File: src/rtl/gpio_port_ovr.sv
module gpio_port_ovr (
  input  logic       clk,
  input  logic       rst_n,
  input  logic       wr_en,
  input  logic [1:0] wr_addr,
  input  logic [7:0] wr_data,
  input  logic [1:0] rd_addr,
  output logic [7:0] rd_data,
  input  logic       pu_off,
  input  logic       inbuf_off,
  input  logic       spi_en,
  input  logic       spi_master,
  input  logic       spi_sck_o,
  input  logic       spi_sdo_s,
  input  logic       spi_sdo_m,
  input  logic       t3_cb_en,
  input  logic       t3_cb,
  input  logic       t4_cb_en,
  input  logic       t4_cb,
  input  logic       t3_ca_en,
  input  logic       t3_ca,
  input  logic       t0_cb_en,
  input  logic       t0_cb,
  input  logic       t0_ca_en,
  input  logic       t0_ca,
  input  logic       clkout_cfg,
  input  logic       io_clk,
  input  logic       usart_sync,
  input  logic       xck_out,
  input  logic [7:0] pc_mask,
  input  logic       pc_group_en,
  input  logic       ext2_en,
  input  logic [7:0] pin_in,
  output logic [7:0] pin_oe,
  output logic [7:0] pin_out,
  output logic [7:0] pin_pu,
  output logic [7:0] pin_ie,
  output logic [7:0] pin_sync
);
  localparam logic [1:0] A_DIR  = 2'd0;
  localparam logic [1:0] A_PORT = 2'd1;
  localparam logic [1:0] A_PIN  = 2'd2;

  logic [7:0] dir_q, port_q, sync1_q, sync2_q;
  logic [7:0] force_in, ovr_en, ovr_val;
  logic       spi_s, spi_m;

  always_ff @(posedge clk or negedge rst_n) begin
    if (!rst_n) begin
      dir_q  <= '0;
      port_q <= '0;
    end else if (wr_en) begin
      if (wr_addr == A_DIR)  dir_q  <= wr_data;
      if (wr_addr == A_PORT) port_q <= wr_data;
    end
  end

  always_ff @(posedge clk or negedge rst_n) begin
    if (!rst_n) begin
      sync1_q <= '0;
      sync2_q <= '0;
    end else begin
      sync1_q <= pin_in & pin_ie;
      sync2_q <= sync1_q;
    end
  end

  always_comb begin
    case (rd_addr)
      A_DIR:   rd_data = dir_q;
      A_PORT:  rd_data = port_q;
      A_PIN:   rd_data = sync2_q;
      default: rd_data = '0;
    endcase
  end

  assign spi_s = spi_en & ~spi_master;
  assign spi_m = spi_en & spi_master;

  assign force_in = {spi_s, spi_m, spi_s, spi_s, 4'b0000};

  assign ovr_en = {spi_m | t3_cb_en | t4_cb_en,
                   spi_s | t3_ca_en,
                   spi_m,
                   t0_cb_en,
                   t0_ca_en,
                   1'b0,
                   clkout_cfg,
                   usart_sync};

  assign ovr_val = {(spi_m & spi_sck_o) | (t3_cb_en & t3_cb) | (t4_cb_en & t4_cb),
                    (spi_s & spi_sdo_s) | (t3_ca_en & t3_ca),
                    spi_sdo_m,
                    t0_cb,
                    t0_ca,
                    1'b0,
                    io_clk,
                    xck_out};

  assign pin_oe   = (dir_q & ~force_in) | {6'b0, clkout_cfg, 1'b0};
  assign pin_out  = (ovr_en & ovr_val) | (~ovr_en & port_q);
  assign pin_pu   = ~pin_oe & port_q & {8{~pu_off}};
  assign pin_ie   = {8{~inbuf_off}} | (pc_mask & {8{pc_group_en}}) | {5'b0, ext2_en, 2'b0};
  assign pin_sync = sync2_q;

  p_dir_write_r2: assert property (@(posedge clk) disable iff (!rst_n)
    (wr_en && wr_addr == A_DIR) |=> (dir_q == $past(wr_data)));

  p_no_pu_on_output_r4: assert property (@(posedge clk) disable iff (!rst_n)
    (pin_pu & pin_oe) == 8'h00);

  p_slave_inputs_r5: assert property (@(posedge clk) disable iff (!rst_n)
    (spi_en && !spi_master) |-> (pin_oe[7] == 1'b0 && pin_oe[5] == 1'b0 && pin_oe[4] == 1'b0));

  p_master_input_r6: assert property (@(posedge clk) disable iff (!rst_n)
    (spi_en && spi_master) |-> (pin_oe[6] == 1'b0));

  p_clkout_r9: assert property (@(posedge clk) disable iff (!rst_n)
    clkout_cfg |-> (pin_oe[1] && pin_out[1] == io_clk));

  p_sync_delay_r3: assert property (@(posedge clk) disable iff (!rst_n)
    $stable(pin_in & pin_ie) |=> ##1 (pin_sync == $past(pin_in & pin_ie, 2)) or !$stable(pin_in & pin_ie));
endmodule

File: config.mk
export PLATFORM = sky130hd
export DESIGN_NAME = gpio_port_ovr
export DESIGN_NICKNAME = d
export VERILOG_FILES = /design/src/rtl/gpio_port_ovr.sv
export SDC_FILE = /design/constraint.sdc
export NUM_CORES = 1
export LEC_CHECK = 0
export ABC_AREA = 1
export BUFFER_PORTS_ARGS = -buffer_cell sky130_fd_sc_hd__clkbuf_2
export CORE_MARGIN = 2
export CORE_UTILIZATION = 30
export DETAILED_ROUTE_END_ITERATION = 10
export GPL_TIMING_DRIVEN = 0
export HOLD_SLACK_MARGIN = 0.06
export PLACE_DENSITY = 0.65
export SYNTH_ARGS = -nofsm -noshare
export SYNTH_HDL_FRONTEND = slang
export SYNTH_SLANG_ARGS = --single-unit
File: constraint.sdc
create_clock -name clk -period 1.3 [get_ports clk]
set_input_delay 0.39 -clock clk [delete_from_list [all_inputs] [get_ports clk]]
set_output_delay 0.39 -clock clk [all_outputs]
set_load 0.005 [all_outputs]
==> reports/qor.txt <==
Hold Path Class = input port to asynchronous set/reset pin
Hold Vio Cnt, Final = 0
Reg2reg start = dir_q[3]$_DFFE_PN0P_
Final #Nets = 387
Post-synthesis xor/xnor area fraction = 0
Sequential area share after synthesis = 0.474
CP endpoint kind = output pin
Non-filler instance count after layout = 406
Pre-CTS WS = -0.191 ns
Crit-path cells = inv_1 -> nor2_1 -> nand3_1 -> nand2_1 -> clkbuf_2
RR Endpoint = dir_q[3]$_DFFE_PN0P_
Synth unique cells = 21
Ports = 102
Die Ht = 79.1 um
Share of post-route cells with drive strength above 1 = 0.476
PwrDens = 1120 nW/um^2
Failing checks = negative setup slack
CP Launch Type = register
Register-to-register setup slack = 0.50 ns
Max incr delay on CP = 0.40 ns
Mapped cell area = 1690 um^2
Compound-Gate Fraction of Synth Area = 0.0444
Syn_area_per_cell = 7.83 um^2
Num rows = 27
Crit path required time = 0.91 ns
RSZ-0062 raised after global routing = yes
Placeable Area = 5470 um^2
Post-route ant nets = 0
Delay-heaviest family, CP = flip-flops
GRT Util Overall = 0.159
Area Growth Syn to Fin = 53.6%
Simple-gate area share of the yosys netlist = 0.393
Slowest-stage cell, CP = dfrtp_1
Largest net degree at the start of global routing = 33
Worst Path Max Fanout = 4
CP arrival = 1.05 ns
Fmax = 695 MHz
Max Slew Vio Count = 0
Via count = 1853
Vias in the first global route = 1702
CTS tree = done
Worst Path Buf+Inv = 2
Period utilization = 1.11
Fin crit period = 1.44 ns
Total die area = 6250 um^2
Clk_skew = 0.00624 ns
DR WL met3 = 431 um
Dpl cell area = 2260 um^2
Number of flops mapped to enable cells by yosys = 0
CTS buffer count = 5
Area share of the largest cell type after synthesis = 0.474
Dominant cell type by area after synthesis = dfrtp_1
Die X-Extent = 79.1 um
CTS Sinks = 32
Syn_nets = 270
Area contributors post-synth = dfrtp_1 (47%), nand2_1 (17%), nand3_1 (11%)
Setup CP Type = register to output pin
Finished Cell Area = 2600 um^2
Post-synthesis mux area share = 0
Commonest cells in the netlist = nand2_1 (77), nand3_1 (36), dfrtp_1 (32)
Starting Density = 0.309
# DRC = 0
Yosys Warn Count = 0
Clock slew at reported path FFs = 0.07 ns
Largest family of logic cells by synthesized area = simple AND/OR/NAND/NOR gates
Top Metal Used = met4
Drt wl/cell = 12.1 um
Final Wtd Congestion = 0.769
Static Leak = 1.48 nW
FF-to-FF path depth = 3
Worst-Skew Late Latency = 0.28 ns
Status = finished with violations
Port Buf Inserts = 96
Post-Syn Instances = 216
Synth Flop Type = dfrtp_1
Worst setup margin = -0.138 ns
Root Buffer = clkbuf_8
Adder-cell area share of the yosys netlist = 0
Met2 wire length = 2.44 mm
Count of filler cells inserted in the layout = 580
Final setup viols = 33
Seq cells post-synth = 32
Drt total wl = 4.93 mm
Ys async rst share = 1.00
Detailed-route vias per instance = 4.56
CTS HTree Levels = 2
Max cap viols = 0
Max VDD drop = 633 uV
Post-Place Cells = 384
DRT met1 WL = 2.01 mm
Initial antenna violation count = 0
Most common cell in the synthesized netlist = nand2_1
Slew @ Worst Pin = 0.759 ns
Pre-antenna DRT Iters = 4
Initial DRC count = 130
Grt ovf = 0
Slew margin rel. = 0.494
Clock buffer depth = 2
First-pass GRT wire length = 7.82 mm
HPWL Detailed = 3.70 mm
Ant diodes = 0
## logic make-up after synthesis
family	after synthesis
DFF	32
AOI/OAI and AO/OA	11
and+or+nand+nor	144
buffers and inverters	29
## metrics by stage
| stage | power (mW) | setup TNS (ns) | utilization | hold slack (ns) |
|---|---|---|---|---|
| global route | 3.07 | -3.72 | 0.474 | 0.247 |
| detailed placement | 1.85 | -1.83 | 0.413 | 0.335 |
| global placement | 1.83 | -1.64 | 0.413 | 0.334 |
| CTS | 2.84 | -2.30 | 0.455 | 0.207 |
| finish | 2.90 | -2.18 | 0.474 | 0.170 |
| floorplan | 1.52 | 0 | - | 0.0944 |
## cells in the final DEF (no fill, tap or decap), types with 2 or more instances in the layout
master    instances
clkbuf_2         76
o21ai_1           2
nor3_2            3
nor2_1            7
inv_1            10
clkbuf_8          5
dfrtp_2           2
nor2_2            5
nand3_1          33
a21boi_1          8
buf_12            2
nand2_1          75
buf_4            16
nand4_1           8
buf_6             7
nand3_2           3
dfrtp_1          30
nor2_4            3
buf_2            19
inv_2             7
nand2_2           2
## worst register-to-register path: cells and delay by family, from the launching register on
kind	cells	cell delay, ns
flops	1	0.44
simple gates	2	0.11
buf+inv	1	0.14
## what timing repair did
action,in CTS,in global routing
endpoints found under the hold margin,0,0
buffers inserted,9,5
setup endpoints to repair,39,41
pin swaps,6,14
resized for setup,15,41
hold buffers,0,0
## layer usage
layer	vias to the layer above	GRT usage
met5	-	0
met4	0	0.0310
met3	6	0.0477
met2	71	0.285
met1	844	0.190
li1	932	-
## cell type report
type	count	area [um^2]	share of cell area
flip-flops and latches	32	803	0.309
repair buffers	110	598	0.230
multi-input cells	155	803	0.309
inverters	18	70.1	0.0270
well taps	72	90.1	0.0347
clock buffers	6	72.6	0.0280
clock inverters	2	35.0	0.0135
plain buffers	11	124	0.0477
## flip-flops by register name, indices dropped and copies added (netlist names)
signal	count
dir_q	8
pin_sync	8
port_q	8
sync1_q	8
## worst max-delay path by stage
stage | endpoint | cells after the start | startpoint
after floorplan | rd_data[0] | 4 | rd_addr[1]
after global placement | rd_data[2] | 5 | rd_addr[1]
after detailed placement | rd_data[2] | 5 | rd_addr[1]
after CTS | pin_out[7] | 5 | port_q[7]$_DFFE_PN0P_
after global routing | pin_out[7] | 5 | port_q[7]$_DFFE_PN0P_
final | pin_out[7] | 5 | port_q[7]$_DFFE_PN0P_
## power breakdown
group	internal [mW]	total [mW]	switching (mW)
clock network	0.568	0.920	0.352
logic	0.404	0.767	0.362
registers	1.11	1.21	0.100
total	2.08	2.90	0.815
No activity file was read; power rests on OpenSTA's default activity.
